--- src/rtl/cc_timer_pkg.sv ---
package cc_timer_pkg;

  localparam int unsigned CC_CNT_W   = 32;
  localparam int unsigned CC_N_LINES = 8;

  // Source that feeds the counter register on a given cycle
  typedef enum logic [1:0] {
    CNT_HOLD = 2'd0,
    CNT_LOAD = 2'd1,
    CNT_INC  = 2'd2
  } cnt_src_e;

endpackage

--- src/rtl/cc_count_reg.sv ---
module cc_count_reg
  import cc_timer_pkg::*;
#(
  parameter int unsigned W         = CC_CNT_W,
  parameter logic [W-1:0] RESET_VAL = 1
) (
  input  logic         clk,
  input  logic         rst_n,
  input  logic         load,
  input  logic         inc,
  input  logic [W-1:0] load_val,
  output logic [W-1:0] count_q
);

  // A load wins over an increment in the same cycle
  function automatic cnt_src_e pick_src(input logic ld, input logic up);
    if (ld)      return CNT_LOAD;
    else if (up) return CNT_INC;
    else         return CNT_HOLD;
  endfunction

  function automatic logic [W-1:0] bump(input logic [W-1:0] v);
    return v + {{(W-1){1'b0}}, 1'b1};
  endfunction

  cnt_src_e     src;
  logic [W-1:0] count_d;

  always_comb begin
    src = pick_src(load, inc);
    unique case (src)
      CNT_LOAD: count_d = load_val;
      CNT_INC:  count_d = bump(count_q);
      default:  count_d = count_q;
    endcase
  end

  always_ff @(posedge clk) begin
    if (!rst_n) count_q <= RESET_VAL;
    else        count_q <= count_d;
  end

endmodule

--- src/rtl/cc_match_unit.sv ---
module cc_match_unit
  import cc_timer_pkg::*;
#(
  parameter int unsigned W = CC_CNT_W
) (
  input  logic         clk,
  input  logic         rst_n,
  input  logic         cmp_we,
  input  logic [W-1:0] wdata,
  input  logic [W-1:0] count_q,
  input  logic         inc_evt,
  output logic [W-1:0] compare_q,
  output logic         match_evt,
  output logic         pending_q
);

  // The match looks at the value the counter is about to take
  function automatic logic lands_on(input logic [W-1:0] cur,
                                    input logic [W-1:0] target);
    return (cur + {{(W-1){1'b0}}, 1'b1}) == target;
  endfunction

  assign match_evt = inc_evt && lands_on(count_q, compare_q);

  always_ff @(posedge clk) begin
    if (!rst_n) begin
      compare_q <= '0;
      pending_q <= 1'b0;
    end else begin
      if (cmp_we) compare_q <= wdata;
      if (cmp_we)         pending_q <= 1'b0;
      else if (match_evt) pending_q <= 1'b1;
    end
  end

endmodule

--- src/rtl/cc_irq_route.sv ---
module cc_irq_route
  import cc_timer_pkg::*;
#(
  parameter int unsigned N_LINES = CC_N_LINES,
  localparam int unsigned SEL_W  = (N_LINES > 1) ? $clog2(N_LINES) : 1
) (
  input  logic               clk,
  input  logic               rst_n,
  input  logic               sel_we,
  input  logic [SEL_W-1:0]   sel_wdata,
  input  logic               pending,
  output logic [N_LINES-1:0] irq
);

  logic [SEL_W-1:0] sel_q;

  always_ff @(posedge clk) begin
    if (!rst_n)      sel_q <= '0;
    else if (sel_we) sel_q <= sel_wdata;
  end

  for (genvar i = 0; i < N_LINES; i++) begin : g_line
    assign irq[i] = pending && (sel_q == SEL_W'(i));
  end

endmodule

--- src/rtl/cc_timer.sv ---
module cc_timer
  import cc_timer_pkg::*;
#(
  parameter int unsigned CNT_W   = CC_CNT_W,
  parameter int unsigned N_LINES = CC_N_LINES,
  localparam int unsigned SEL_W  = (N_LINES > 1) ? $clog2(N_LINES) : 1
) (
  input  logic               clk,
  input  logic               rst_n,
  input  logic               tick_i,
  input  logic               freeze_i,
  input  logic               cnt_we_i,
  input  logic               cmp_we_i,
  input  logic               sel_we_i,
  input  logic [CNT_W-1:0]   wdata_i,
  output logic [CNT_W-1:0]   count_o,
  output logic [CNT_W-1:0]   compare_o,
  output logic               pending_o,
  output logic [N_LINES-1:0] irq_o
);

  // Named internal events, brought out for the checker
  logic inc_evt;
  logic match_evt;

  assign inc_evt = tick_i && !freeze_i && !cnt_we_i;

  cc_count_reg #(.W(CNT_W), .RESET_VAL(CNT_W'(1))) u_count (
    .clk      (clk),
    .rst_n    (rst_n),
    .load     (cnt_we_i),
    .inc      (inc_evt),
    .load_val (wdata_i),
    .count_q  (count_o)
  );

  cc_match_unit #(.W(CNT_W)) u_match (
    .clk       (clk),
    .rst_n     (rst_n),
    .cmp_we    (cmp_we_i),
    .wdata     (wdata_i),
    .count_q   (count_o),
    .inc_evt   (inc_evt),
    .compare_q (compare_o),
    .match_evt (match_evt),
    .pending_q (pending_o)
  );

  cc_irq_route #(.N_LINES(N_LINES)) u_route (
    .clk       (clk),
    .rst_n     (rst_n),
    .sel_we    (sel_we_i),
    .sel_wdata (wdata_i[SEL_W-1:0]),
    .pending   (pending_o),
    .irq       (irq_o)
  );

endmodule

--- config.mk ---
export PLATFORM = sky130hd
export DESIGN_NAME = cc_timer
export DESIGN_NICKNAME = d
export VERILOG_FILES = /design/src/rtl/cc_timer_pkg.sv /design/src/rtl/cc_count_reg.sv /design/src/rtl/cc_match_unit.sv /design/src/rtl/cc_irq_route.sv /design/src/rtl/cc_timer.sv
export SDC_FILE = /design/constraint.sdc
export NUM_CORES = 1
export LEC_CHECK = 0
export ABC_AREA = 1
export BUFFER_PORTS_ARGS = -buffer_cell sky130_fd_sc_hd__buf_2
export CORE_ASPECT_RATIO = 0.6
export CORE_MARGIN = 3
export CORE_UTILIZATION = 50
export DETAILED_ROUTE_END_ITERATION = 16
export PLACE_DENSITY = 0.73
export SYNTH_ARGS = -nofsm -noshare
export SYNTH_HDL_FRONTEND = slang
export SYNTH_HIERARCHICAL = 1
export SYNTH_SLANG_ARGS = --single-unit
export TNS_END_PERCENT = 30
--- constraint.sdc ---
create_clock -name clk -period 5.4 [get_ports clk]
set_input_delay 0.54 -clock clk [delete_from_list [all_inputs] [get_ports clk]]
set_output_delay 0.54 -clock clk [all_outputs]
set_load 0.05 [all_outputs]
==> run_results.csv <==
group,metric,value,unit
run_status,outcome,"complete, no violations",
logic_synthesis,syn_nets,886,
logic_synthesis,syn_area_per_cell,5.99,um2
worst_setup_path,worstPathArrival,2.54,ns
finish,areaGrowthSynthToFinish,19.1,%
clocking,cts_resized,0,
finish,diodes,0,
drt,ant_nets,0,
sta,finalCriticalPeriod,2.27,ns
die,die_h,83.9,um
clocking,cts_tree,"yes",
die,core,9490,um2
power,power_density,257,nW/um2
drt,viasPerCell,5.55,
job,maxCapViolations,0,
power,pwr-share-comb,22.5,%
die,dieArea,11400,um2
finish,postLayoutCoreUtil,63.5,%
sta,fin_skew,0.00782,ns
sta,hold_viol,0,
finish,design_area,6020,um2
die,io-pin-count,112,
logic_synthesis,yosys_warnings,6,
die,die-width,136,um
clocking,clk_pin_slew,0.06,ns
worst_setup_path,crit_type,"reg2reg",
grt,track_usage,31.1,%
worst_setup_path,start_kind,"flop",
sta,finalSetupViolCount,0,
drt,drtIter0Drc,691,
finish,drive_gt1_share,19.4,%
power,p_sw,0.556,mW
clocking,cts_buffer_depth,2,
grt,grt_pass1_vias,5373,
worst_setup_path,cp-end-kind,"flop",
placed_design,place_area,5720,um2
clocking,cts_inserted_buffers,9,
grt,grt_max_degree,42,
sta,post-route-period-util,42.1,%
grt,antenna_found_initial,0,
die,rows,27,
sta,max_freq,440,MHz
power,sw_frac_of_total,35.9,%
worst_setup_path,crit_required,5.67,ns
logic_synthesis,netlist_instances,845,
logic_synthesis,synth_area,5060,um2
sta,rsz0062_at_grt,"no",
power,p_seq_share,38.6,%
placed_design,place.gp.congestion,0.983,
clocking,cts_root_buf,"clkbuf_16",
finish,layout.nets,991,
sta,relSlewSlack,49.8,%
drt,drt_pass1_iterations,6,
clocking,htreeDepth,3,
sta,slew_violations,0,
hold_path,worstHoldPathType,"in2reg",
drt,drc_errors,0,
clocking,cts.sinks,68,
finish,regArea,1360,um2
power,worst_ir_drop_vdd,202,uV
drt,num_vias,6023,
finish,layout_common_cells,"nand2_1 (257), nor2_1 (131), buf_2 (111)",
grt,gr-total-overflow,0,
sta,hold_ws,0.449,ns
placed_design,hpwl,13.6,mm
placed_design,port_buffers,111,
sta,setup_tns,0,ns
power,leakage,2.83,nW
die,initial_utilization,53.3,%
finish,final_common_cell,"nand2_1",
drt,wl_per_cell,16.7,um
finish,multiInputGateArea,3290,um2
drt,drt_wl_total,18.1,mm
power,p_clk_share,38.9,%
sta,worst_slew_pin_slew,0.753,ns
power,internal_power,0.994,mW
clocking,holdBufCountCts,0,
grt,grt_pass1_wl,28.1,mm
finish,fill_cells,922,
clocking,postCtsSetupRepairBufs,0,
worst_setup_path,crit_fanout,9,
clocking,clk-insertion-delay-late,0.34,ns
## registers in the layout (all words and copies together) (netlist names)
name               count
u_match/pending_q      1
u_route/sel_q          3
u_match/compare_q     32
u_count/count_q       32
## power groups by stage
stage	clock, mW	sequential, mW	combinational (mW)
2_1_floorplan	0	0.694	0.146
5_1_grt	0.634	0.603	0.376
3_3_place_gp	0	0.605	0.338
3_5_place_dp	0	0.606	0.343
4_1_cts	0.609	0.596	0.344
6_report	0.602	0.598	0.349
## worst paths after layout
| check | to | slack (ns) | start | depth (start not counted) |
|---|---|---|---|---|
| setup reg to reg | u_match/pending_q | 3.13 | u_count/count_q[8] | 12 |
| hold reg to reg | u_match/compare_q[8] | 0.49 | u_match/compare_q[8] | 2 |
| setup / recovery | u_match/pending_q | 3.13 | u_count/count_q[8] | 12 |
| hold / removal | u_match/compare_q[31] | 0.45 | wdata_i[31] | 3 |
## per-stage QoR
step | total power, mW | worst slack (ns) | instances
CTS | 1.55 | 3.19 | 1085
detailed placement | 0.949 | 3.06 | 1069
global placement | 0.943 | 3.15 | 1069
floorplan | 0.839 | 3.17 | 845
global route | 1.61 | 2.99 | 1085
finish | 1.55 | 3.13 | 1085
## worst max-delay path: stages (launching register included)
cell and delay [ns]:
dfxtp_1 0.64, nand2_1 0.21, nor2_2 0.16, nand2_1 0.12, nor2_4 0.25, nand3_2 0.12, clkinv_1 0.09, nand3_2 0.06
a21oi_1 0.16, nand2_1 0.09, nor2_2 0.11, nand2_2 0.07, a21oi_2 0.11
## final cells by class
type	instances	area share (%)
Clock buffer	9	3.74
Clock inverter	7	1.27
Inverter	87	5.42
Multi-Input combinational cell	670	54.7
Sequential cell	68	22.6
Tap cell	130	2.70
Timing Repair Buffer	114	9.60
## metal layers
metal	global-route usage, %	wire length (um)	vias to the layer above
met2	44.0	7290	347
met4	6.95	272	0
li1	-	-	2912
met5	0	0	-
met1	46.9	8330	2738
met3	7.71	2190	26
(Power assumes the default switching activity.)
